**src/rtl/busloop_pkg.sv**
```systemverilog
`timescale 1ns/1ps
package busloop_pkg;
   // control word bit positions
   localparam int unsigned CTL_SYNC  = 0;
   localparam int unsigned CTL_BUS   = 1;
   localparam int unsigned CTL_START = 2;

   typedef enum logic [1:0] {
      ST_IDLE = 2'd0,
      ST_SEND = 2'd1,
      ST_WAIT = 2'd2
   } seq_st_t;

   // decoder side-band qualifiers
   typedef struct packed {
      logic cmd_sync;
      logic manch_err;
      logic par_err;
   } dec_flags_t;
endpackage

```
**src/rtl/busloop_judge.sv**
```systemverilog
`timescale 1ns/1ps
module busloop_judge
   import busloop_pkg::*;
#(
   parameter int unsigned WORD_W     = 16,
   parameter bit          CHECK_DATA = 1'b1
) (
   input  logic [WORD_W-1:0] ref_word,
   input  logic              ref_cmd_sync,
   input  logic [WORD_W-1:0] got_word,
   input  dec_flags_t        got_flags,
   output logic              err
);
   logic line_err;
   logic sync_err;
   logic data_err;

   assign line_err = got_flags.manch_err | got_flags.par_err;
   assign sync_err = got_flags.cmd_sync ^ ref_cmd_sync;

   generate
      if (CHECK_DATA) begin : g_cmp
         assign data_err = |(got_word ^ ref_word);
      end else begin : g_nocmp
         assign data_err = 1'b0;
      end
   endgenerate

   assign err = line_err | sync_err | data_err;
endmodule

```
**src/rtl/busloop_seq.sv**
```systemverilog
`timescale 1ns/1ps
module busloop_seq
   import busloop_pkg::*;
#(
   parameter int unsigned TIMEOUT_CYC = 1600
) (
   input  logic clk,
   input  logic rst_n,
   input  logic soft_rst,
   input  logic launch,
   input  logic enc_ready,
   input  logic dec_strobe,
   output logic enc_valid,
   output logic fin_word,
   output logic fin_timeout
);
   seq_st_t st_q, st_d;
   logic    tmo_hit;

   always_comb begin
      st_d = st_q;
      unique case (st_q)
         ST_IDLE: if (launch)    st_d = ST_SEND;
         ST_SEND: if (enc_ready) st_d = ST_WAIT;
         ST_WAIT: if (dec_strobe || tmo_hit) st_d = ST_IDLE;
         default: st_d = ST_IDLE;
      endcase
      if (soft_rst) st_d = ST_IDLE;
   end

   always_ff @(posedge clk or negedge rst_n) begin
      if (!rst_n) st_q <= ST_IDLE;
      else        st_q <= st_d;
   end

   generate
      if (TIMEOUT_CYC > 0) begin : g_timer
         localparam int unsigned CNT_W = (TIMEOUT_CYC < 2) ? 1 : $clog2(TIMEOUT_CYC);
         localparam logic [CNT_W-1:0] LAST = CNT_W'(TIMEOUT_CYC - 1);
         logic [CNT_W-1:0] cnt_q;
         always_ff @(posedge clk or negedge rst_n) begin
            if (!rst_n)                          cnt_q <= '0;
            else if (st_q != ST_WAIT || soft_rst) cnt_q <= '0;
            else if (cnt_q != LAST)              cnt_q <= cnt_q + 1'b1;
         end
         assign tmo_hit = (st_q == ST_WAIT) && (cnt_q == LAST);
      end else begin : g_notimer
         assign tmo_hit = 1'b0;
      end
   endgenerate

   assign enc_valid   = (st_q == ST_SEND);
   assign fin_word    = (st_q == ST_WAIT) && dec_strobe && !soft_rst;
   assign fin_timeout = (st_q == ST_WAIT) && !dec_strobe && tmo_hit && !soft_rst;
endmodule

```
**src/rtl/busloop_regs.sv**
```systemverilog
`timescale 1ns/1ps
module busloop_regs
   import busloop_pkg::*;
#(
   parameter int unsigned WORD_W = 16
) (
   input  logic              clk,
   input  logic              rst_n,
   input  logic              soft_rst,
   input  logic              test_en,
   input  logic              wr_en,
   input  logic              wr_sel,
   input  logic [WORD_W-1:0] wr_data,
   input  logic              fin_word,
   input  logic              fin_timeout,
   input  logic              fin_err,
   input  logic [WORD_W-1:0] cap_data,
   output logic              launch,
   output logic [WORD_W-1:0] pat_q,
   output logic [WORD_W-1:0] rx_q,
   output logic              cmd_sync_q,
   output logic              bus_b_q,
   output logic              busy_q,
   output logic              pass_q,
   output logic              fail_q
);
   logic idle_wr_pat;
   logic idle_wr_ctl;

   assign idle_wr_pat = wr_en && !wr_sel && !busy_q;
   assign idle_wr_ctl = wr_en &&  wr_sel && !busy_q && !soft_rst;
   assign launch      = idle_wr_ctl && wr_data[CTL_START] && test_en;

   // pattern: master reset only
   always_ff @(posedge clk or negedge rst_n) begin
      if (!rst_n)           pat_q <= '0;
      else if (idle_wr_pat) pat_q <= wr_data;
   end

   // control and status: master and software reset
   always_ff @(posedge clk or negedge rst_n) begin
      if (!rst_n) begin
         cmd_sync_q <= 1'b0;
         bus_b_q    <= 1'b0;
         busy_q     <= 1'b0;
         pass_q     <= 1'b0;
         fail_q     <= 1'b0;
         rx_q       <= '0;
      end else if (soft_rst) begin
         cmd_sync_q <= 1'b0;
         bus_b_q    <= 1'b0;
         busy_q     <= 1'b0;
         pass_q     <= 1'b0;
         fail_q     <= 1'b0;
         rx_q       <= '0;
      end else begin
         if (idle_wr_ctl) begin
            cmd_sync_q <= wr_data[CTL_SYNC];
            bus_b_q    <= wr_data[CTL_BUS];
         end
         if (launch) begin
            busy_q <= 1'b1;
            pass_q <= 1'b0;
            fail_q <= 1'b0;
         end else if (fin_word) begin
            busy_q <= 1'b0;
            rx_q   <= cap_data;
            pass_q <= !fin_err;
            fail_q <= fin_err;
         end else if (fin_timeout) begin
            busy_q <= 1'b0;
            pass_q <= 1'b0;
            fail_q <= 1'b1;
         end
      end
   end
endmodule

```
**src/rtl/busloop_selftest.sv**
```systemverilog
`timescale 1ns/1ps
module busloop_selftest
   import busloop_pkg::*;
#(
   parameter int unsigned WORD_W      = 16,
   parameter int unsigned TIMEOUT_CYC = 1600
) (
   input  logic              clk,
   input  logic              rst_n,
   input  logic              soft_rst,
   input  logic              test_en,
   input  logic              wr_en,
   input  logic              wr_sel,
   input  logic [WORD_W-1:0] wr_data,
   output logic [WORD_W-1:0] pat_q,
   output logic [WORD_W-1:0] rx_q,
   output logic              ctl_cmd_sync,
   output logic              ctl_bus_b,
   output logic              busy,
   output logic              pass,
   output logic              fail,
   output logic              enc_valid,
   input  logic              enc_ready,
   output logic [WORD_W-1:0] enc_data,
   output logic              enc_cmd_sync,
   output logic              enc_bus_b,
   input  logic              dec_strobe,
   input  logic [WORD_W-1:0] dec_data,
   input  logic              dec_cmd_sync,
   input  logic              dec_manch_err,
   input  logic              dec_par_err
);
   generate
      if (WORD_W <= CTL_START) begin : g_bad_width
         $error("WORD_W must hold the control word bits");
      end
   endgenerate

   logic       launch;
   logic       fin_word;
   logic       fin_timeout;
   logic       fin_err;
   dec_flags_t flags;

   assign flags = '{cmd_sync: dec_cmd_sync, manch_err: dec_manch_err, par_err: dec_par_err};

   busloop_regs #(.WORD_W(WORD_W)) u_regs (
      .clk(clk), .rst_n(rst_n), .soft_rst(soft_rst), .test_en(test_en),
      .wr_en(wr_en), .wr_sel(wr_sel), .wr_data(wr_data),
      .fin_word(fin_word), .fin_timeout(fin_timeout), .fin_err(fin_err),
      .cap_data(dec_data), .launch(launch),
      .pat_q(pat_q), .rx_q(rx_q), .cmd_sync_q(ctl_cmd_sync), .bus_b_q(ctl_bus_b),
      .busy_q(busy), .pass_q(pass), .fail_q(fail)
   );

   busloop_seq #(.TIMEOUT_CYC(TIMEOUT_CYC)) u_seq (
      .clk(clk), .rst_n(rst_n), .soft_rst(soft_rst), .launch(launch),
      .enc_ready(enc_ready), .dec_strobe(dec_strobe),
      .enc_valid(enc_valid), .fin_word(fin_word), .fin_timeout(fin_timeout)
   );

   busloop_judge #(.WORD_W(WORD_W), .CHECK_DATA(1'b1)) u_judge (
      .ref_word(pat_q), .ref_cmd_sync(ctl_cmd_sync),
      .got_word(dec_data), .got_flags(flags), .err(fin_err)
   );

   assign enc_data     = pat_q;
   assign enc_cmd_sync = ctl_cmd_sync;
   assign enc_bus_b    = ctl_bus_b;
endmodule

```
**config.mk**
```make
export PLATFORM = sky130hd
export DESIGN_NAME = busloop_selftest
export DESIGN_NICKNAME = d
export VERILOG_FILES = /design/src/rtl/busloop_pkg.sv /design/src/rtl/busloop_judge.sv /design/src/rtl/busloop_seq.sv /design/src/rtl/busloop_regs.sv /design/src/rtl/busloop_selftest.sv
export SDC_FILE = /design/constraint.sdc
export NUM_CORES = 1
export LEC_CHECK = 0
export ABC_AREA = 1
export ABC_CLOCK_PERIOD_IN_PS = 2600
export BUFFER_PORTS_ARGS = -buffer_cell sky130_fd_sc_hd__buf_2
export CAP_MARGIN = 20
export CORE_MARGIN = 2
export CORE_UTILIZATION = 36
export DETAILED_ROUTE_END_ITERATION = 16
export GPL_TIMING_DRIVEN = 0
export PLACE_DENSITY_LB_ADDON = 0.12
export SETUP_SLACK_MARGIN = 0.5
export SLEW_MARGIN = 10
export SYNTH_ARGS = -nofsm -noshare
export SYNTH_HDL_FRONTEND = slang
export SYNTH_SLANG_ARGS = --single-unit
export TNS_END_PERCENT = 50
```
**constraint.sdc**
```tcl
create_clock -name clk -period 2.6 [get_ports clk]
set_input_delay 0.52 -clock clk [delete_from_list [all_inputs] [get_ports clk]]
set_output_delay 0.52 -clock clk [all_outputs]
set_load 0.01 [all_outputs]
```
# After elaboration in Yosys (flattened, before gate mapping)
# Index checks and enable logic that the tools add are counted.
[totals]
reg_bits = 50
output_inout_bits = 56
wordCells = 77
[op_classes]
n_addsub = 1
eq_ne = 9
n_mux = 25
bitwise = 5
reduce_logical = 28
[op_table]
columns = ["operator", "count"]
rows = [
  ["$mux 16", 3],
  ["$mux 11", 2],
  ["$reduce_or 16->1", 1],
  ["$xor 16x16->16", 1],
  ["$mux 1", 15],
  ["$logic_and 1x1->1", 13],
  ["$add 11x1->11 const B", 1],
  ["$eq 11x11->1 const B", 1],
  ["$ne 11x11->1 const B", 1],
  ["$mux 2", 4],
  ["$ne 3x2->1 const B", 2],
  ["$pmux 2 s3", 1],
  ["$reduce_bool 2->1", 3],
  ["$logic_not 1->1", 5],
  ["$ne 2x2->1 const B", 2],
  ["$reduce_bool 4->1", 1],
  ["$ne 3x3->1 const B", 1],
  ["$or 1x1->1", 3],
  ["$reduce_and 3->1", 1],
  ["$eq 2x1->1 const B", 1],
  ["$eq 2x2->1 const B", 1],
  ["$logic_not 2->1", 1],
  ["$logic_or 1x1->1", 2],
  ["$reduce_and 2->1", 1],
  ["$xor 1x1->1", 1],
]

# Depth between registers and ports, before layout
[logic_depth]
word_depth = 8
depth_mapped = 10

# By module
# From an unflattened synthesis, not the netlist that was laid out.
[hier_totals]
hier_cells = 421
hier_area_um2 = 3024.2
[by_module_without_submodules]
columns = ["mod", "instances", "cells_per_inst", "area_per_inst_um2", "seq_area_each_um2"]
rows = [
  ["busloop_regs", 1, 203, 1717.9, 925.9],
  ["busloop_seq", 1, 118, 837.1, 325.3],
  ["busloop_judge", 1, 82, 334.1, 0.0],
  ["busloop_selftest", 1, 18, 135.1, 0.0],
]

# Least setup slack after synthesis
# Ideal clock, no wire load.
[synth_path]
path_kind = "in2reg"
startpoint = "input wr_sel"
endpoint = "register u_regs.rx_q[10]"
t_arrival_ps = 1244
t_required_ps = 2526
path_slack_ps = 1282
cell_stages = 7
n_path_buf = 1
cell_sequence = "nand3_2 nor2_2 nand3_2 o21ai_2 buf_6 nand2_1 o21ai_2"
[synth_via]
elab_chain_len = 7
[synth_rtl]
columns = ["element", "line", "rtl"]
rows = [
  ["start: declaration", "busloop_selftest.sv:13", "input logic wr_sel,"],
  ["$logic_and 1x1->1 (3 in a row)", "busloop_regs.sv:31", "assign idle_wr_ctl = wr_en && wr_sel && !busy_q && !soft_rst;"],
  ["$logic_and 1x1->1 (2 in a row)", "busloop_regs.sv:32", "assign launch = idle_wr_ctl && wr_data[CTL_START] && test_en;"],
  ["$ne 2x2->1 (no source line)", "-", ""],
  ["$reduce_and 2->1 (no source line)", "-", ""],
  ["end signal: assignment", "busloop_regs.sv:67", "rx_q <= cap_data;"],
  ["end: declaration", "busloop_regs.sv:20", "output logic [WORD_W-1:0] rx_q,"],
]
# No other way between the ends.
# A chain may end at the register's enable or synchronous reset.

# Final worst setup path
[layout_path]
startpoint = "register u_seq.st_q[1]"
endpoint = "output enc_valid"
[layout_via]
elab_chain_len = 1
[layout_rtl]
columns = ["element", "line", "rtl"]
rows = [
  ["start: declaration", "busloop_seq.sv:17", "seq_st_t st_q, st_d;"],
  ["start signal: assignment", "busloop_seq.sv:33", "else st_q <= st_d;"],
  ["$eq 2x1->1", "busloop_seq.sv:52", "assign enc_valid = (st_q == ST_SEND);"],
  ["end: declaration", "busloop_selftest.sv:22", "output logic enc_valid,"],
]
# No other way between the ends.

==> results.yml <==
grt:
  antenna_found_initial: 0
  grt_usage: 0.183
  first_global_vias: 2463
  grt_first_pass_wirelength_um: 12200
  grt_overflow: 0
  grt_max_degree: 26
power_and_ir_drop:
  p_int_mw: 1.26
  p_clk_frac: 0.262
  switching_share: 0.325
  power.switching_mw: 0.607
  fin_total_pwr_mw: 1.87
  pwr_density_cell_nw_per_um2: 524
  power.ir.vdd_worst_mv: 0.237
  pwr-share-comb: 0.262
  p_seq_frac: 0.475
  p_leak_nw: 2.02
logic_synthesis:
  netlist_area_um2: 2810
  synth_area_leader_cell: "dfrtp_1"
  netlist.area_leader.share: 0.445
  synthArstFlopShare: 1.00
  seq_area_frac_synth: 0.445
  synth_edf_count: 0
  syn_nets: 415
  synth_ff_type: "dfrtp_1"
  yosysUniqueCellTypes: 30
  synthCells: 371
  synth_seq_cells: 50
  synth-warning-count: 0
  syn_area_per_cell_um2: 7.57
  synth_most_common_cell: "nand2_1"
  synth_common_cells: "nand2_1 (107), inv_1 (54), dfrtp_1 (50), nor2_1 (41), a21oi_1 (20)"
  synthTopCellsByArea: "dfrtp_1 (45%), nand2_1 (14%), inv_1 (7.2%)"
clocking:
  cts_setup_buffers: 0
  cts.path.max_buffers: 2
  cts_made_buffers: 5
  ctsRootBufferMaster: "clkbuf_8"
  cts_sinks: 50
  clock_latency_ps: 310
  cts_resized: 0
  cts_hold_buf: 0
  clkTransAtPathRegs_ps: 100
  cts_tree: "yes"
  htree_levels: 2
timing:
  timing.fmax_ghz: 0.636
  max_slew_margin: 0.617
  rsz0062_at_grt: "false"
  fin_skew_ps: 11.0
  hold_viol: 0
  slew_viol_final: 0
  setup_viol: 0
  min_period_over_period: 0.605
  period_minus_slack_ps: 1570
  tns_ps: 0
  worstMarginPinSlew_ps: 575
outcome:
  outcome: "finished clean"
setup_path:
  end_kind: "output port"
  critPathMaxFanout: 4
  crit_slowest_cell: "dfrtp_1"
  cpPeakStageDelay_ps: 450
  critPathKind: "reg -> out"
  crit_arrival_ps: 1050
  path_cells: "nor2_1, buf_2"
  worstPathRequired_ps: 2080
  critPathLaunchType: "register"
route:
  vias: 2634
  drc: 0
  ant_nets: 0
  routed_wl_um: 7430
  dr.pass1.iters: 4
  post_drt_wl_per_cell_um: 12.8
  drt_iter0_drc: 100
  viasPerCell: 4.53
job:
  cap_viol_max_count: 0
layout:
  antenna_cells: 0
  drive_above_1_share: 0.324
  syn_to_final_growth_pct: 26.8
  nets: 522
  fillers: 806
place:
  dp_hpwl_um: 5830
  io_buffers: 98
  routabilityCongestion: 0.818
floorplanning:
  die_area_um2: 8530
  start_util: 0.367
  core_area_um2: 7650
  fp.dieW_um: 92.4
  ioPinCount: 99
  rows: 32
  die_y_um: 92.4
min_path:
  hold_class: "in -> async"
## layout make-up
class	count	area (um2)	area share
Inverter	56	213	0.0597
Tap cell	102	128	0.0358
Sequential cell	50	1250	0.351
Clock inverter	2	12.5	0.00351
Multi-Input combinational cell	242	1180	0.330
Timing Repair Buffer	100	531	0.149
Buffer	23	170	0.0478
Clock buffer	6	82.6	0.0232
## power by group through the flow
stage / Sequential [mW] / Combinational [mW] / Clock (mW)
after floorplan: 0.919 / 0.268 / 0
after global placement: 0.901 / 0.485 / 0
after detailed placement: 0.903 / 0.495 / 0
after CTS: 0.888 / 0.497 / 0.502
after global routing: 0.899 / 0.552 / 0.532
final: 0.888 / 0.490 / 0.490
## critical path, delay by kind of cell (launching register included)
| family | cells | cell delay (ps) |
|---|---|---|
| buf+inv | 1 | 150 |
| simple gates | 1 | 150 |
| flops | 1 | 450 |
## kinds of logic after synthesis
family,count (synthesis),synth area share
and+or+nand+nor,188,0.296
AOI/OAI and AO/OA,49,0.105
buffers and inverters,79,0.136
DFF,50,0.445
xor gates and xnor gates,3,0.00935
adders and majority gates,1,0.00445
muxes,1,0.00401
## sequential cells by signal, indices dropped and copies added, names as in the netlist
| register | flops |
|---|---|
| u_regs.busy_q | 1 |
| u_seq.st_q | 2 |
| u_seq.g_timer.cnt_q | 11 |
| u_regs.pat_q | 16 |
| u_regs.bus_b_q | 1 |
| u_regs.pass_q | 1 |
| u_regs.fail_q | 1 |
| u_regs.rx_q | 16 |
| u_regs.cmd_sync_q | 1 |
## layer usage
metal	wire length, um	track usage	share of wire
met1	3720	0.269	0.50
met2	3230	0.277	0.43
met3	359	0.0309	0.048
met4	123	0.0535	0.017
met5	0	0	0
## path summary, 6_finish.rpt
path / from / to / slack (ps) / cells after the start
min in group clk: wr_data[11] / u_regs.pat_q[11] / 460 / 3
hold reg to reg: u_regs.rx_q[1] / u_regs.rx_q[1] / 480 / 2
setup / recovery: u_seq.st_q[1] / enc_valid / 1030 / 2
setup reg to reg: u_regs.busy_q / u_regs.rx_q[10] / 1070 / 8
hold / removal: rst_n / u_regs.rx_q[13] / 180 / 2
max in group asynchronous: rst_n / u_regs.rx_q[10] / 2250 / 2
## layout by cell type (no fill, tap or decap), drive strengths merged, types with 2 or more instances in the layout
master and n:
a21oi 20, buf 121, clkbuf 8, dfrtp 50, inv 56, nand2 108
nand3 17, nand4 9, nor2 45, nor3 6, o21ai 26, or2 2
xor2 3
## metrics by stage
step	std cells	area [um2]	setup slack [ps]	hold slack, ps	utilization
floorplan	371	2810	1280	224	-
global route	581	3560	932	194	0.466
global placement	571	3430	905	453	0.448
finish	581	3560	1030	184	0.466
detailed placement	573	3470	904	456	0.454
CTS	581	3560	1010	189	0.466
No activity file was read; power rests on OpenSTA's default activity.
